### src/rtl/fp_nanq_pkg.sv
package fp_nanq_pkg;
  localparam int EXP_W  = 11;
  localparam int FRAC_W = 52;
  localparam int WORD_W = 1 + EXP_W + FRAC_W;
  localparam int CLS_W  = 6;

  typedef enum logic [2:0] {
    K_ZERO = 3'd0,
    K_SUB  = 3'd1,
    K_NORM = 3'd2,
    K_INF  = 3'd3,
    K_QNAN = 3'd4,
    K_SNAN = 3'd5
  } kind_e;

  typedef struct packed {
    logic              sgn;
    logic [EXP_W-1:0]  ex;
    logic [FRAC_W-1:0] fr;
  } dword_t;
endpackage

### src/rtl/fp_nanq_classify.sv
module fp_nanq_classify
  import fp_nanq_pkg::*;
(
  input  dword_t x,
  input  logic   mode08,
  output kind_e  kind
);
  logic ex_ones, ex_zero, fr_zero, top_bit;

  always_comb begin
    ex_ones = &x.ex;
    ex_zero = ~|x.ex;
    fr_zero = ~|x.fr;
    top_bit = x.fr[FRAC_W-1];

    if (ex_zero)      kind = fr_zero ? K_ZERO : K_SUB;
    else if (!ex_ones) kind = K_NORM;
    else if (fr_zero) kind = K_INF;
    else              kind = (mode08 ^ top_bit) ? K_SNAN : K_QNAN;
  end
endmodule

### src/rtl/fp_nanq_quiet.sv
module fp_nanq_quiet
  import fp_nanq_pkg::*;
(
  input  dword_t x,
  input  logic   mode08,
  input  logic   do_quiet,
  input  kind_e  kind,
  output dword_t y,
  output logic   inv
);
  localparam int QB = FRAC_W - 1;
  localparam int RB = FRAC_W - 2;

  dword_t q;

  always_comb begin
    q = x;
    if (mode08) begin
      q.fr[QB] = 1'b1;
    end else begin
      q.fr[QB] = 1'b0;
      if (~|q.fr) q.fr[RB] = 1'b1;
    end
    inv = do_quiet && (kind == K_SNAN);
    y   = inv ? q : x;
  end
endmodule

### src/rtl/fp_nanq_unit.sv
module fp_nanq_unit
  import fp_nanq_pkg::*;
#(
  parameter int DATA_W = 64,
  parameter int CODE_W = 6
) (
  input  logic              clk,
  input  logic              rst,
  input  logic              op_vld,
  input  logic [DATA_W-1:0] op_data,
  input  logic              op_mode08,
  input  logic              op_quiet,
  output logic              res_vld,
  output logic [CODE_W-1:0] res_cls,
  output logic [DATA_W-1:0] res_val,
  output logic              res_inv
);
  dword_t x, y;
  kind_e  kind;
  logic   inv;
  logic [CODE_W-1:0] onehot;

  assign x = dword_t'(op_data);

  fp_nanq_classify u_cls (
    .x(x), .mode08(op_mode08), .kind(kind)
  );

  fp_nanq_quiet u_qt (
    .x(x), .mode08(op_mode08), .do_quiet(op_quiet), .kind(kind),
    .y(y), .inv(inv)
  );

  always_comb begin
    onehot = '0;
    onehot[kind] = 1'b1;
  end

  always_ff @(posedge clk) begin
    if (rst) begin
      res_vld <= 1'b0;
      res_cls <= '0;
      res_val <= '0;
      res_inv <= 1'b0;
    end else begin
      res_vld <= op_vld;
      if (op_vld) begin
        res_cls <= onehot;
        res_val <= DATA_W'(y);
        res_inv <= inv;
      end else begin
        res_inv <= 1'b0;
      end
    end
  end
endmodule


### config.mk
export PLATFORM = sky130hd
export DESIGN_NAME = fp_nanq_unit
export DESIGN_NICKNAME = d
export VERILOG_FILES = /design/src/rtl/fp_nanq_pkg.sv /design/src/rtl/fp_nanq_classify.sv /design/src/rtl/fp_nanq_quiet.sv /design/src/rtl/fp_nanq_unit.sv
export SDC_FILE = /design/constraint.sdc
export NUM_CORES = 1
export LEC_CHECK = 0
export CAP_MARGIN = 20
export CORE_UTILIZATION = 30
export DETAILED_ROUTE_END_ITERATION = 10
export GPL_ROUTABILITY_DRIVEN = 0
export SETUP_SLACK_MARGIN = 0.2
export SYNTH_ARGS = -nofsm -noshare
export SYNTH_HDL_FRONTEND = slang
export SYNTH_SLANG_ARGS = --single-unit
### constraint.sdc
create_clock -name clk -period 5.25 [get_ports clk]
set_clock_uncertainty 0.15 [all_clocks]
set_input_delay 1.575 -clock clk [delete_from_list [all_inputs] [get_ports clk]]
set_output_delay 1.575 -clock clk [all_outputs]
set_load 0.01 [all_outputs]
Yosys cells after proc, flatten, opt, wreduce, memory -nomap -nowiden
Cells that the tools add are included.
{ "classes": {"eq_ne": 1, "order_cmp": 2, "muxes": 11, "reduce_logical": 7, "n_bitwise": 2} }
{ "op_table": {"columns": ["cell", "count"], "rows": [
  ["52-bit two-way mux", 1],
  ["52-bit OR reduction", 1],
  ["51-bit OR reduction", 1],
  ["11-bit AND reduction", 1],
  ["11-bit OR reduction", 1],
  ["3-bit two-way mux", 3],
  ["1-bit two-way mux", 6],
  ["3-bit by 4-bit < comparator with 1-bit output (second input constant)", 1],
  ["1-bit demux with 3-bit select", 1],
  ["3-bit equality test (second input constant)", 1],
  ["3-bit by 1-bit greater-or-equal comparator with 1-bit output (second input constant)", 1],
  ["1-bit logical AND", 2],
  ["2-bit OR reduction", 1],
  ["1-bit NOT", 1],
  ["1-bit XOR", 1]
]} }
{ "totals": {"input_bits": 69, "elab_cells": 27, "register_bits": 72, "out_inout_bits": 72} }

Longest topological paths before layout
{ "depth": {"word_depth": 9, "mapped_depth": 6, "mapped_depth_nobuf": 5} }

Modules after synthesis
From an unflattened synthesis, not the netlist that was laid out.
{ "unflattened": {"hier_cells": 350, "hier_area_um2": 3448.3} }
{ "by_module_without_submodules": {"columns": ["module", "cells_each", "instances", "area_each_um2"], "rows": [
  ["fp_nanq_unit", 236, 1, 2580.0],
  ["fp_nanq_quiet", 83, 1, 634.4],
  ["fp_nanq_classify", 31, 1, 234.0]
]} }

Least setup slack after synthesis
No wires, ideal clock.
{ "synth_path": {"kind": "input to register", "from": "input op_data[0]", "to": "register res_inv", "slack_ns": 2.345, "path_stages": 4, "t_arrival_ns": 2.639, "required_time_ns": 4.984, "setup_ns": 0.116, "path_buffers": 0, "path_cell_list": "nor4_1 > nand4_1 > o41a_1 > o211a_1"} }
{ "synth_between": {"elab_chain_cells": 6, "elab_cells_between_ends": 7} }
{ "synth_rtl": {"columns": ["element", "line_no", "rtl"], "rows": [
  ["from (decl)", "fp_nanq_unit.sv:10", "input logic [DATA_W-1:0] op_data,"],
  ["52-bit OR reduction *", "fp_nanq_classify.sv:13", "fr_zero = ~|x.fr;"],
  ["3-bit two-way mux", "fp_nanq_classify.sv:18", "else if (fr_zero) kind = K_INF;"],
  ["3-bit two-way mux", "fp_nanq_classify.sv:17", "else if (!ex_ones) kind = K_NORM;"],
  ["3-bit two-way mux *", "fp_nanq_classify.sv:16", "if (ex_zero) kind = fr_zero ? K_ZERO : K_SUB;"],
  ["3-bit equality test *", "fp_nanq_quiet.sv:24", "inv = do_quiet && (kind == K_SNAN);"],
  ["1-bit logical AND *", "fp_nanq_quiet.sv:24", null],
  ["to (signal assigned)", "fp_nanq_unit.sv:50", "res_inv <= inv;"],
  ["to (decl)", "fp_nanq_unit.sv:16", "output logic res_inv"]
]} }
Every way passes the cells marked *; elsewhere a longest branch is shown, timed or not.
A chain may end at the register's enable or synchronous reset.

Worst setup path after layout
{ "layout_path": {"from": "input op_data[14]", "to": "register res_cls[5]"} }
{ "layout_between": {"elab_chain_cells": 8, "elab_cells_between_ends": 10} }
{ "layout_rtl": {"columns": ["element", "line_no", "rtl"], "rows": [
  ["52-bit OR reduction *", "fp_nanq_classify.sv:13", null],
  ["3-bit two-way mux", "fp_nanq_classify.sv:18", null],
  ["3-bit two-way mux", "fp_nanq_classify.sv:17", null],
  ["3-bit two-way mux *", "fp_nanq_classify.sv:16", null],
  ["3-bit by 4-bit < comparator with 1-bit output (not written as such) / 3-bit by 1-bit greater-or-equal comparator with 1-bit output (equally long branches)", "fp_nanq_unit.sv:36", "onehot[kind] = 1'b1;"],
  ["1-bit logical AND (not written as such)", "fp_nanq_unit.sv:36", null],
  ["1-bit two-way mux (not written as such)", "fp_nanq_unit.sv:36", null],
  ["1-bit demux with 3-bit select *", "fp_nanq_unit.sv:36", null],
  ["to (signal assigned)", "fp_nanq_unit.sv:48", "res_cls <= onehot;"],
  ["to (decl)", "fp_nanq_unit.sv:14", "output logic [CODE_W-1:0] res_cls,"]
]} }
Marked as above.

==> key figures <==
Run status
  – Status: finished with violations
  – Failing checks: design-rule violations

CTS
  – Worst-Skew Late Latency: 0.34 ns
  – CTS root buf: clkbuf_8
  – H-tree depth reported by CTS: 3
  – Clock-pin slew on the worst setup and hold paths: 0.07 ns
  – Resized Gates After CTS: 0
  – Cts hold-fix bufs: 0
  – CTS tree: yes
  – Total clock sinks: 72
  – Max Root-Sink Buffers: 2
  – TritonCTS Buffers: 9
  – Post-CTS Setup Inserts: 0

Place
  – Setup slack at placement: 1.470 ns
  – Dpl hpwl: 5.576 mm
  – Placed instance area: 4232 um2
  – I/O Buffers: 140
  – # placed instances: 506

Timing
  – Endpoints failing setup: 0
  – Slew @ Worst Pin: 0.7267 ns
  – Max Slew Vio Count: 0
  – PnR worst setup slack: 1.876 ns
  – Final hold violations: 0
  – Final TNS setup: 0 ns
  – Min Hold Slack: 0.3306 ns
  – Final min period: 3.374 ns
  – FMAX: 296.4 MHz
  – Final period utilization: 0.6427
  – Slew HR: 0.5155
  – RSZ-0062 raised after global routing: false

Floorplanning
  – Horiz. Die Dim: 97.81 um
  – IO Count: 141
  – Initial Util: 0.3127
  – Core ar.: 8806 um2
  – Die Height: 97.81 um
  – Die ar.: 9567 um2
  – FP Rows: 34

Synth
  – Complex-gate fraction of the synthesized area: 0.04271
  – FF+latch count, synth: 72
  – Simple-gate share of the synthesized area: 0.1781
  – Synth Area per Inst: 10.16 um2
  – Warnings from Yosys: 0
  – Synthesized cell area: 2754 um2
  – Xor/xnor share of the synthesized area: 0
  – Async SR Flop Fraction: 0
  – Part of the Yosys area used for sequential elements: 0.5234
  – Syn nets: 340
  – Distinct cells, synth: 30
  – Adder-Cell Fraction of Synth Area: 0
  – Mux share of post-synthesis cell area: 0.2290
  – Mapped Cells: 271
  – Post-synth EDFFs: 0
  – Most used DFF post-synth: dfxtp_1
  – Main combinational cell family by area after synthesis: multiplexers

Route
  – Via count: 2449
  – DR WL/cell: 14.77 um
  – Post-DRT Antenna Nets: 0
  – Via-to-Cell Ratio: 4.692
  – DR DRC count: 18
  – Initial DRC count: 64
  – Final WL: 7.710 mm
  – DRT Pass-1 Iters: 8

Pwr
  – Max VDD drop: 0.1507 mV
  – Pwr per Cell Area: 286.9 nW/um2
  – Leakage: 1.823 nW

Critical path
  – CP peak stage delay: 0.52 ns
  – Worst setup path class: in2reg
  – CP top delay family: simple AND/OR/NAND/NOR gates
  – CP startpoint kind: primary input
  – Worst path buffer plus inverter count: 1
  – Worst Path Required: 5.31 ns
  – Crit path launch: op_data[14]
  – Crit. End Element: register
  – Worst Path Max Fanout: 7
  – CP max stage cell: nor4_4
  – Crit-path cells: clkdlybuf4s50_1, nor4_1, nand4_1, nor4_4, o21ai_0
  – Worst r2r src: res_val[51]$_SDFFE_PP0P_
  – Critical path arrival: 3.43 ns

Final layout
  – Commonest non-fill, non-tap cell in the layout: clkdlybuf4s50_1
  – Most frequent cells in the layout: clkdlybuf4s50_1, dfxtp_1, nor2_1
  – Post-layout nets: 478
  – Filler cell count: 844
  – Area Growth Syn to Fin: 61.38%
  – Finished layout cell area: 4444 um2
  – Layout cells sized above 1: 0.04831
  – Non-Filler Instances: 522
  – Number of diodes: 0

Run
  – Max Cap Viol: 0

Hold path
  – Worst Hold Class: reg2reg
  – HP Start: res_cls[4]$_SDFFE_PP0P_

GRT
  – Grt ovf: 0
  – Initial antenna violation count: 0
  – Gr usage total: 0.1649
  – Global-route wire length before repair: 12.43 mm
  – Vias in the first global route: 2435
  – Largest net degree at the start of global routing: 67
==> cells in the mapped netlist, types with 2 or more instances <==
cell      number  area (um2)
nor4_1        15       93.84
mux2i_1       63       630.6
buf_2          8       40.04
nand3_1        4       20.02
dfxtp_1       72        1441
nand4_1        5       31.28
o21ai_0        3       15.01
nand2_1        3       11.26
clkbuf_1       6       22.52
nor3_1         2       10.01
nor2_1        67       251.5
inv_1          2       7.510
nor2b_1        2       12.51
nand2b_1       3       18.77
==> flip-flops by register name (all words and copies together) (netlist names) <==
name     cells
res_val     64
res_cls      6
res_vld      1
res_inv      1
==> worst register-to-register path, delay by kind of cell, from the launching register on <==
| kind | cells | cell delay, ns |
|---|---|---|
| AO/OA/AOI/OAI | 2 | 0.25 |
| flip-flops | 1 | 0.31 |
| AND/OR/NAND/NOR | 1 | 0.13 |
==> layout make-up <==
| type | instances | area, um2 | area share |
|---|---|---|---|
| clock buffers | 11 | 131.4 | 0.02956 |
| clock inverters | 5 | 81.33 | 0.01830 |
| inverters | 2 | 7.507 | 0.001689 |
| multi-input cells | 182 | 1239 | 0.2787 |
| flip-flops and latches | 72 | 1441 | 0.3243 |
| well taps | 108 | 135.1 | 0.03041 |
| repair buffers | 142 | 1409 | 0.3170 |
==> metrics by stage <==
stage,util,power (mW)
floorplan,-,0.6826
global placement,0.4805,0.8134
detailed placement,0.4805,0.8144
CTS,0.5047,1.290
global route,0.5047,1.339
finish,0.5047,1.275
==> report_power, final <==
group,internal [mW],leakage [nW],switching (mW)
clock network,0.268,0.104,0.206
registers,0.576,0.594,0.0148
logic,0.125,1.13,0.0856
total,0.969,1.82,0.306
==> final timing paths <==
| check | cells past startpoint | slack [ns] | endpoint |
|---|---|---|---|
| worst max-delay path | 5 | 1.88 | res_cls[5]$_SDFFE_PP0P_ |
| worst min-delay path | 2 | 0.33 | res_cls[4]$_SDFFE_PP0P_ |
| worst max register to register | 3 | 4.28 | res_val[51]$_SDFFE_PP0P_ |
| worst min register to register | 2 | 0.33 | res_cls[4]$_SDFFE_PP0P_ |
==> per-layer routing <==
metal | global-route usage | vias up | share of wire
met5 | 0 | - | 0
met4 | 0.04545 | 0 | 0.0062
met3 | 0.06943 | 5 | 0.093
met2 | 0.2504 | 92 | 0.44
met1 | 0.2146 | 1118 | 0.46
li1 | - | 1234 | -
==> logic make-up after synthesis <==
family | count (synthesis)
AND/OR/NAND/NOR | 104
flip-flops | 72
multiplexers | 63
buffers and inverters | 17
AO/OA/AOI/OAI | 15
No activity file was read; power rests on OpenSTA's default activity.
